==> src/rtl/flash_cui_pkg.sv <==
package flash_cui_pkg;
  localparam logic [7:0] CMD_RD_ARRAY = 8'hFF;
  localparam logic [7:0] CMD_RD_STAT  = 8'h70;
  localparam logic [7:0] CMD_CLR_STAT = 8'h50;
  localparam logic [7:0] CMD_WBUF     = 8'hE8;
  localparam logic [7:0] CMD_CONFIRM  = 8'hD0;
  localparam logic [7:0] CMD_PGM_A    = 8'h40;
  localparam logic [7:0] CMD_PGM_B    = 8'h10;
  localparam logic [7:0] CMD_LOCK     = 8'h60;
  localparam logic [7:0] CMD_LOCK_SET = 8'h01;

  typedef enum logic [2:0] {S_IDLE, S_CNT, S_DATA, S_CONF, S_PGM, S_LOCK} cui_st_e;
  typedef enum logic [1:0] {RM_ARRAY, RM_STAT, RM_XSR} rmode_e;
endpackage

==> src/rtl/fcu_buffer.sv <==
module fcu_buffer #(
  parameter int AW    = 6,
  parameter int DEPTH = 32,
  localparam int IW   = $clog2(DEPTH)
) (
  input  logic          clk_i,
  input  logic          wr_en_i,
  input  logic [IW-1:0] wr_idx_i,
  input  logic [AW-1:0] wr_addr_i,
  input  logic [15:0]   wr_data_i,
  input  logic [IW-1:0] rd_idx_i,
  output logic [AW-1:0] rd_addr_o,
  output logic [15:0]   rd_data_o
);
  logic [AW-1:0] addr_mem [DEPTH];
  logic [15:0]   data_mem [DEPTH];

  always_ff @(posedge clk_i) begin
    if (wr_en_i) begin
      addr_mem[wr_idx_i] <= wr_addr_i;
      data_mem[wr_idx_i] <= wr_data_i;
    end
  end

  assign rd_addr_o = addr_mem[rd_idx_i];
  assign rd_data_o = data_mem[rd_idx_i];
endmodule

==> src/rtl/fcu_wsm.sv <==
module fcu_wsm #(
  parameter int IW  = 5,
  parameter int LAT = 4,
  localparam int LW = $clog2(LAT + 1)
) (
  input  logic          clk_i,
  input  logic          rst_ni,
  input  logic          start_i,
  input  logic [IW-1:0] last_i,
  output logic          busy_o,
  output logic          wr_en_o,
  output logic [IW-1:0] idx_o
);
  typedef enum logic [1:0] {W_IDLE, W_PROG, W_SETTLE} wsm_ph_e;
  wsm_ph_e       ph_q;
  logic [IW-1:0] idx_q, last_q;
  logic [LW-1:0] wait_q;

  always_ff @(posedge clk_i or negedge rst_ni) begin
    if (!rst_ni) begin
      ph_q   <= W_IDLE;
      idx_q  <= '0;
      last_q <= '0;
      wait_q <= '0;
    end else begin
      unique case (ph_q)
        W_IDLE: if (start_i) begin
          ph_q   <= W_PROG;
          idx_q  <= '0;
          last_q <= last_i;
        end
        W_PROG: begin
          if (idx_q == last_q) begin
            ph_q   <= W_SETTLE;
            wait_q <= LW'(LAT - 1);
          end else begin
            idx_q <= idx_q + 1'b1;
          end
        end
        W_SETTLE: begin
          if (wait_q == '0) ph_q <= W_IDLE;
          else              wait_q <= wait_q - 1'b1;
        end
        default: ph_q <= W_IDLE;
      endcase
    end
  end

  assign busy_o  = (ph_q != W_IDLE);
  assign wr_en_o = (ph_q == W_PROG);
  assign idx_o   = idx_q;

  AST_WSM_IDX_BOUND: assert property (@(posedge clk_i) disable iff (!rst_ni)
    wr_en_o |-> idx_q <= last_q);
  AST_WSM_NO_RESTART: assert property (@(posedge clk_i) disable iff (!rst_ni)
    busy_o |-> !start_i);
endmodule

==> src/rtl/fcu_array.sv <==
module fcu_array #(
  parameter int AW    = 6,
  localparam int WORDS = 1 << AW
) (
  input  logic          clk_i,
  input  logic          rst_ni,
  input  logic          we_i,
  input  logic [AW-1:0] waddr_i,
  input  logic [15:0]   wdata_i,
  input  logic          byte_only_i,
  input  logic [AW-1:0] raddr_i,
  output logic [15:0]   rdata_o
);
  logic [15:0] mem_q [WORDS];

  always_ff @(posedge clk_i or negedge rst_ni) begin
    if (!rst_ni) begin
      for (int i = 0; i < WORDS; i++) mem_q[i] <= 16'hFFFF;
    end else if (we_i) begin
      mem_q[waddr_i][7:0] <= wdata_i[7:0];
      if (!byte_only_i) mem_q[waddr_i][15:8] <= wdata_i[15:8];
    end
  end

  assign rdata_o = mem_q[raddr_i];
endmodule

==> src/rtl/flash_wbuf_cui.sv <==
module flash_wbuf_cui
  import flash_cui_pkg::*;
#(
  parameter int AW        = 6,
  parameter int BLK_W     = 2,
  parameter int MAX_WORDS = 16,
  parameter int LAT       = 4
) (
  input  logic          clk_i,
  input  logic          rst_ni,
  input  logic          we_i,
  input  logic [AW-1:0] addr_i,
  input  logic [15:0]   wdata_i,
  input  logic          word_mode_i,
  output logic [15:0]   rdata_o,
  output logic [15:0]   rdata_oe_o
);
  localparam int DEPTH = 2 * MAX_WORDS;
  localparam int IW    = $clog2(DEPTH);
  localparam int NBLK  = 1 << BLK_W;

  cui_st_e          st_q;
  rmode_e           rmode_q;
  logic             sr_seq_q, sr_pgm_q, sr_lck_q;
  logic [NBLK-1:0]  lock_q;
  logic [IW-1:0]    idx_q, last_q;
  logic [BLK_W-1:0] blk_q;
  logic             bmode_q;

  logic [7:0]       cmd;
  logic [15:0]      cnt_val, cnt_max;
  logic             cnt_ok, eff_we, wsm_busy, wsm_wr, wsm_start, buf_we;
  logic [BLK_W-1:0] blk_a;
  logic [IW-1:0]    wsm_idx, buf_idx;
  logic [AW-1:0]    buf_raddr;
  logic [15:0]      buf_rdata, arr_rdata;
  logic [7:0]       sr;

  assign cmd     = wdata_i[7:0];
  assign blk_a   = addr_i[AW-1 -: BLK_W];
  assign eff_we  = we_i & ~wsm_busy;
  assign cnt_val = word_mode_i ? wdata_i : {8'h00, wdata_i[7:0]};
  assign cnt_max = word_mode_i ? 16'(MAX_WORDS - 1) : 16'(DEPTH - 1);
  assign cnt_ok  = (cnt_val <= cnt_max);

  assign buf_we    = eff_we & ((st_q == S_DATA) | (st_q == S_PGM));
  assign buf_idx   = (st_q == S_PGM) ? '0 : idx_q;
  assign wsm_start = eff_we & (((st_q == S_CONF) & (cmd == CMD_CONFIRM) & ~lock_q[blk_q]) |
                               ((st_q == S_PGM) & ~lock_q[blk_a]));

  always_ff @(posedge clk_i or negedge rst_ni) begin
    if (!rst_ni) begin
      st_q     <= S_IDLE;
      rmode_q  <= RM_ARRAY;
      sr_seq_q <= 1'b0;
      sr_pgm_q <= 1'b0;
      sr_lck_q <= 1'b0;
      lock_q   <= '0;
      idx_q    <= '0;
      last_q   <= '0;
      blk_q    <= '0;
      bmode_q  <= 1'b0;
    end else if (eff_we) begin
      unique case (st_q)
        S_IDLE: begin
          unique case (cmd)
            CMD_WBUF: begin
              st_q    <= S_CNT;
              rmode_q <= RM_XSR;
              blk_q   <= blk_a;
              bmode_q <= ~word_mode_i;
            end
            CMD_PGM_A, CMD_PGM_B: begin
              st_q    <= S_PGM;
              rmode_q <= RM_STAT;
              bmode_q <= ~word_mode_i;
            end
            CMD_LOCK: begin
              st_q    <= S_LOCK;
              rmode_q <= RM_STAT;
            end
            CMD_RD_STAT:  rmode_q <= RM_STAT;
            CMD_RD_ARRAY: rmode_q <= RM_ARRAY;
            CMD_CLR_STAT: begin
              sr_seq_q <= 1'b0;
              sr_pgm_q <= 1'b0;
              sr_lck_q <= 1'b0;
              rmode_q  <= RM_ARRAY;
            end
            default: ;
          endcase
        end
        S_CNT: begin
          if (cnt_ok) begin
            st_q   <= S_DATA;
            last_q <= cnt_val[IW-1:0];
            idx_q  <= '0;
          end else begin
            st_q     <= S_IDLE;
            rmode_q  <= RM_STAT;
            sr_pgm_q <= 1'b1;
          end
        end
        S_DATA: begin
          idx_q <= idx_q + 1'b1;
          if (idx_q == last_q) st_q <= S_CONF;
        end
        S_CONF: begin
          st_q    <= S_IDLE;
          rmode_q <= RM_STAT;
          if (cmd != CMD_CONFIRM) begin
            sr_seq_q <= 1'b1;
            sr_pgm_q <= 1'b1;
          end else if (lock_q[blk_q]) begin
            sr_pgm_q <= 1'b1;
            sr_lck_q <= 1'b1;
          end
        end
        S_PGM: begin
          st_q <= S_IDLE;
          if (lock_q[blk_a]) begin
            sr_pgm_q <= 1'b1;
            sr_lck_q <= 1'b1;
          end
        end
        S_LOCK: begin
          st_q <= S_IDLE;
          if (cmd == CMD_LOCK_SET)     lock_q[blk_a] <= 1'b1;
          else if (cmd == CMD_CONFIRM) lock_q <= '0;
          else begin
            sr_seq_q <= 1'b1;
            sr_pgm_q <= 1'b1;
          end
        end
        default: st_q <= S_IDLE;
      endcase
    end
  end

  fcu_buffer #(.AW(AW), .DEPTH(DEPTH)) u_buf (
    .clk_i     (clk_i),
    .wr_en_i   (buf_we),
    .wr_idx_i  (buf_idx),
    .wr_addr_i (addr_i),
    .wr_data_i (wdata_i),
    .rd_idx_i  (wsm_idx),
    .rd_addr_o (buf_raddr),
    .rd_data_o (buf_rdata)
  );

  fcu_wsm #(.IW(IW), .LAT(LAT)) u_wsm (
    .clk_i   (clk_i),
    .rst_ni  (rst_ni),
    .start_i (wsm_start),
    .last_i  ((st_q == S_PGM) ? '0 : last_q),
    .busy_o  (wsm_busy),
    .wr_en_o (wsm_wr),
    .idx_o   (wsm_idx)
  );

  fcu_array #(.AW(AW)) u_arr (
    .clk_i       (clk_i),
    .rst_ni      (rst_ni),
    .we_i        (wsm_wr),
    .waddr_i     (buf_raddr),
    .wdata_i     (buf_rdata),
    .byte_only_i (bmode_q),
    .raddr_i     (addr_i),
    .rdata_o     (arr_rdata)
  );

  assign sr = {~wsm_busy, 1'b0, sr_seq_q, sr_pgm_q, 2'b00, sr_lck_q, 1'b0};

  always_comb begin
    if (wsm_busy) begin
      rdata_o    = {8'h00, sr};
      rdata_oe_o = 16'h0080;
    end else begin
      rdata_oe_o = word_mode_i ? 16'hFFFF : 16'h00FF;
      unique case (rmode_q)
        RM_ARRAY: rdata_o = word_mode_i ? arr_rdata : {8'h00, arr_rdata[7:0]};
        RM_STAT:  rdata_o = {8'h00, sr};
        default:  rdata_o = 16'h0080;
      endcase
    end
  end

  AST_IGNORE_BUSY: assert property (@(posedge clk_i) disable iff (!rst_ni)
    (wsm_busy && we_i) |=> $stable(st_q) && $stable(rmode_q) && $stable(lock_q));
  AST_START_NEEDS_CONFIRM: assert property (@(posedge clk_i) disable iff (!rst_ni)
    $rose(wsm_busy) |-> $past(we_i) && (($past(st_q) == S_PGM) ||
      (($past(st_q) == S_CONF) && ($past(wdata_i[7:0]) == CMD_CONFIRM))));
  AST_CNT_LIMIT: assert property (@(posedge clk_i) disable iff (!rst_ni)
    (eff_we && st_q == S_CNT && !cnt_ok) |=> sr_pgm_q && (st_q == S_IDLE));
  AST_LOCK_REJECT: assert property (@(posedge clk_i) disable iff (!rst_ni)
    (eff_we && st_q == S_PGM && lock_q[blk_a]) |=> !wsm_busy && sr_lck_q);
  AST_CLR_ALL_LOCKS: assert property (@(posedge clk_i) disable iff (!rst_ni)
    (eff_we && st_q == S_LOCK && cmd == CMD_CONFIRM) |=> lock_q == '0);
endmodule

==> config.mk <==
export PLATFORM = sky130hd
export DESIGN_NAME = flash_wbuf_cui
export DESIGN_NICKNAME = d
export VERILOG_FILES = /design/src/rtl/flash_cui_pkg.sv /design/src/rtl/fcu_buffer.sv /design/src/rtl/fcu_wsm.sv /design/src/rtl/fcu_array.sv /design/src/rtl/flash_wbuf_cui.sv
export SDC_FILE = /design/constraint.sdc
export NUM_CORES = 2
export LEC_CHECK = 0
export CAP_MARGIN = 5
export CORE_ASPECT_RATIO = 0.5
export CORE_MARGIN = 5
export CORE_UTILIZATION = 55
export CTS_CLUSTER_SIZE = 30
export DETAILED_ROUTE_END_ITERATION = 8
export DONT_BUFFER_PORTS = 1
export PLACE_DENSITY = 0.69
export SLEW_MARGIN = 0
export SYNTH_ARGS = -nofsm -noshare
export SYNTH_HDL_FRONTEND = slang
export SYNTH_SLANG_ARGS = --single-unit
==> constraint.sdc <==
create_clock -name clk_i -period 5.97 [get_ports clk_i]
set_input_delay 1.194 -clock clk_i [delete_from_list [all_inputs] [get_ports clk_i]]
set_output_delay 1.194 -clock clk_i [all_outputs]
set_load 0.1 [all_outputs]
==> flow_summary.yaml <==
outcome:
  outcome: "complete, but fails checks"
  violations: "max-slew violations"
sta:
  fin_crit_sh_pct: 91.96
  tns_ns: 0
  hold_slack_ns: 0.2615
  fin_crit_ns: 5.490
  grt_setup_unrepaired: "false"
  skew_ns: 0.05648
  fmax_ghz: 0.1821
  worst_slew_pin_slew_ns: 1.695
  final-setup-viol-count: 0
  max_slew_margin_pct: -12.99
  hold_violations: 0
  slew_viol_final: 109
worst_setup_path:
  critical_path.max_stage_delay_ns: 0.93
  reg2reg_slack_ns: 1.04
  path_class: "input port to output pin"
  cp_max_fo: 288
  cp_slowest_cell: "mux4_2"
  path_depth: 5
  timing.rr.start: "u_wsm.idx_o[0]$_DFFE_PN0P_"
  crit_start: "addr_i[0]"
  crit_top_cell: "mux4_2"
  crit_buf_inv: 1
  r2r_end: "u_arr.mem_q[855]$_DFFE_PN1P_"
  crit_chain: "mux4_2 > mux4_2 > mux4_2 > nor2b_2 > buf_4"
  worst_ep_arrival_time_ns: 4.30
  reg2reg_depth: 7
  cp-start-kind: "input port"
  cp.required_ns: 4.78
  cpLargestDelayFamily: "multiplexers"
  cp-end-kind: "output pin"
logic_synthesis:
  syn-cell-area_um2: 77670
  synth_edf_count: 704
  syn_inst: 4209
  synth.distinct_cells: 70
  yosysSeqAreaShare_pct: 63.15
  ys.flop_type: "dfstp_2"
  synth_warnings: 0
  syn_avg_cell_area_um2: 18.45
  synthesis.nets: 4243
  async_reset_ff_share_pct: 60.18
  ys_ff_latch: 1768
clocking:
  htree_levels: 4
  clockRootBuffer: "clkbuf_16"
  cts_resized: 0
  cts_tree: "done"
  postCtsSetupBuffers: 0
  clk_latency_ns: 0.80
  cts_buffers: 161
  ctsHoldBuffers: 0
  cts.sinks: 1768
  cts.clk_slew.worst_paths_ns: 0.06
  cts_max_path_buffers: 4
layout:
  area_growth_pct: 9.321
  multi_input_area_um2: 27340
  filler_cell_count: 10000
  nNetsFinal: 4213
  final_layout_size_suffix_gt1_share_pct: 71.22
  seq_area_um2: 49060
die:
  pin_count: 58
  coreArea_um2: 140200
  die_y_um: 275.7
  die_x_um: 541.5
  start_util_pct: 55.41
  dieArea_um2: 149300
  fp-row-count: 97
grt:
  grt_max_degree: 1065
  grt_pass1_wl_mm: 278.7
  grt_pass1_vias: 41505
  grt_overflow: 0
  track_usage_pct: 25.11
  grt_antenna_before_repair: 4
routing:
  drtIter0Drc: 3672
  detail_route.vias_per_cell: 6.419
  drc: 0
  wl_per_cell_um: 30.08
  drt-pass1-iter-count: 5
  routed_wirelength_mm: 185.8
  ant_nets: 0
  via_count: 39651
placed_design:
  gp_congestion: 0.7860
  place_hpwl_mm: 105.4
  io_buffers: 0
power_and_ir_drop:
  internal_power_uw: 19180
  power.switching_uw: 5961
  combPwrFrac_pct: 6.8
  powerDensity_nw_per_um2: 296.1
  seqPwrFrac_pct: 51.8
  p_clk_share_pct: 41.4
  switching_share_pct: 23.71
  p_leak_uw: 0.03067
  peakVddDrop_mv: 0.6823
min_path:
  hold_class: "input port to asynchronous set/reset pin"
run:
  cap_violations: 0
[metrics by stage]
step / std cells / utilization, % / setup slack [ns] / area, µm² / total power, µW
finish: 6177 / 60.57 / 0.4797 / 84910 / 25150
global route: 6175 / 60.57 / 0.6922 / 84910 / 25960
CTS: 6171 / 60.49 / 0.9119 / 84800 / 25210
detailed placement: 5893 / 56.79 / 1.073 / 79610 / 14800
global placement: 5893 / 56.79 / 1.117 / 79610 / 14760
floorplan: 4209 / - / 0.2162 / 77680 / 14490
[cell usage after synthesis (all sizes together) (7+ instances only)]
cell	instances	share of area, %
a211oi	7	0.093
clkbuf	178	0.86
inv	17	0.082
a21oi	21	0.14
and2	16	0.13
xnor2	7	0.079
o22ai	7	0.056
dfstp	1024	35
mux2	1049	15
xor2	8	0.090
nand3	19	0.15
nor2	120	0.90
nand4	9	0.072
buf	120	0.91
ha	8	0.13
mux4	527	15
o221ai	9	0.10
a31oi	7	0.056
nor3	29	0.23
mux2i	31	0.40
dfrtp	40	1.3
a22o	9	0.10
o21ai	24	0.15
nand2	116	0.56
or4	10	0.097
or2	8	0.064
nor2b	24	0.19
edfxtp	704	27
[power groups by stage]
stage / sequential, µW / combinational, µW / clock (µW)
2_1_floorplan: 13200 / 1340 / 0
3_3_place_gp: 13200 / 1550 / 0
3_5_place_dp: 13200 / 1570 / 0
4_1_cts: 13000 / 1580 / 10600
5_1_grt: 13000 / 1810 / 11100
6_report: 13000 / 1710 / 10400
[per-layer routing]
layer  global-route usage (%)  part of all wire, %  vias up  wire, µm
met5                        0                0.025        -        47
met2                    40.26                   48     1218     88810
met4                    5.707                  2.2        6      4119
met1                    36.41                   44    21818     80950
li1                         -                    -    16342         -
met3                    4.595                  6.4      267     11870
[flip-flops by register name, summed over array words and instances, names as in the netlist, 4 cells and up]
register / flops
u_arr.mem_q: 1024
u_buf.data_mem: 512
u_buf.addr_mem: 192
idx_q: 5
last_q: 5
u_wsm.idx_o: 5
u_wsm.last_q: 5
lock_q: 4
[cell type report]
type	count	area share, %
flip-flops and latches	1768	57.78
multi-input cells	2126	32.19
clock buffers	206	5.182
well taps	1881	2.772
repair buffers	105	1.070
clock inverters	72	0.9239
inverters	17	0.07515
diodes	2	0.005894
[layout by cell type (no fill, tap or decap), types with 15 or more instances in the layout]
master,synthesis,routed
nor2b_1,24,16
clkinv_2,0,23
mux2i_1,31,31
nor2_4,27,27
mux2_4,16,16
mux2_2,1031,1031
clkbuf_16,0,163
bufinv_16,0,15
dfrtp_1,40,36
clkbuf_8,0,16
edfxtp_1,704,704
dfstp_2,1024,1024
nand3_1,15,15
clkbuf_1,177,27
buf_4,19,99
o21ai_0,23,21
a21oi_1,20,20
nor3_1,23,22
nor2_2,18,51
nor2_1,75,42
nand2_1,116,116
inv_1,17,18
mux4_2,526,526
[logic make-up (layout without fill, tap and decap cells)]
kind of cell | after synthesis | after routing | synth area share, %
flip-flops | 1768 | 1768 | 63.15
multiplexers | 1607 | 1607 | 30.97
buffers and inverters | 315 | 400 | 1.849
AND/OR/NAND/NOR | 380 | 380 | 2.656
adder cells (fa/ha/maj) | 8 | 8 | 0.1289
AO/OA/AOI/OAI | 115 | 115 | 1.073
other | 1 | 3 | 0.004828
XOR/XNOR | 15 | 15 | 0.1691
[worst max-delay path by stage]
stage | endpoint | slack [ns]
detailed placement | rdata_o[3] | 1.07
global placement | rdata_o[10] | 1.12
CTS | rdata_o[8] | 0.91
floorplan | rdata_o[5] | 0.22
finish | rdata_o[10] | 0.48
global route | rdata_o[13] | 0.69
Power figures use the tool's default switching activity.
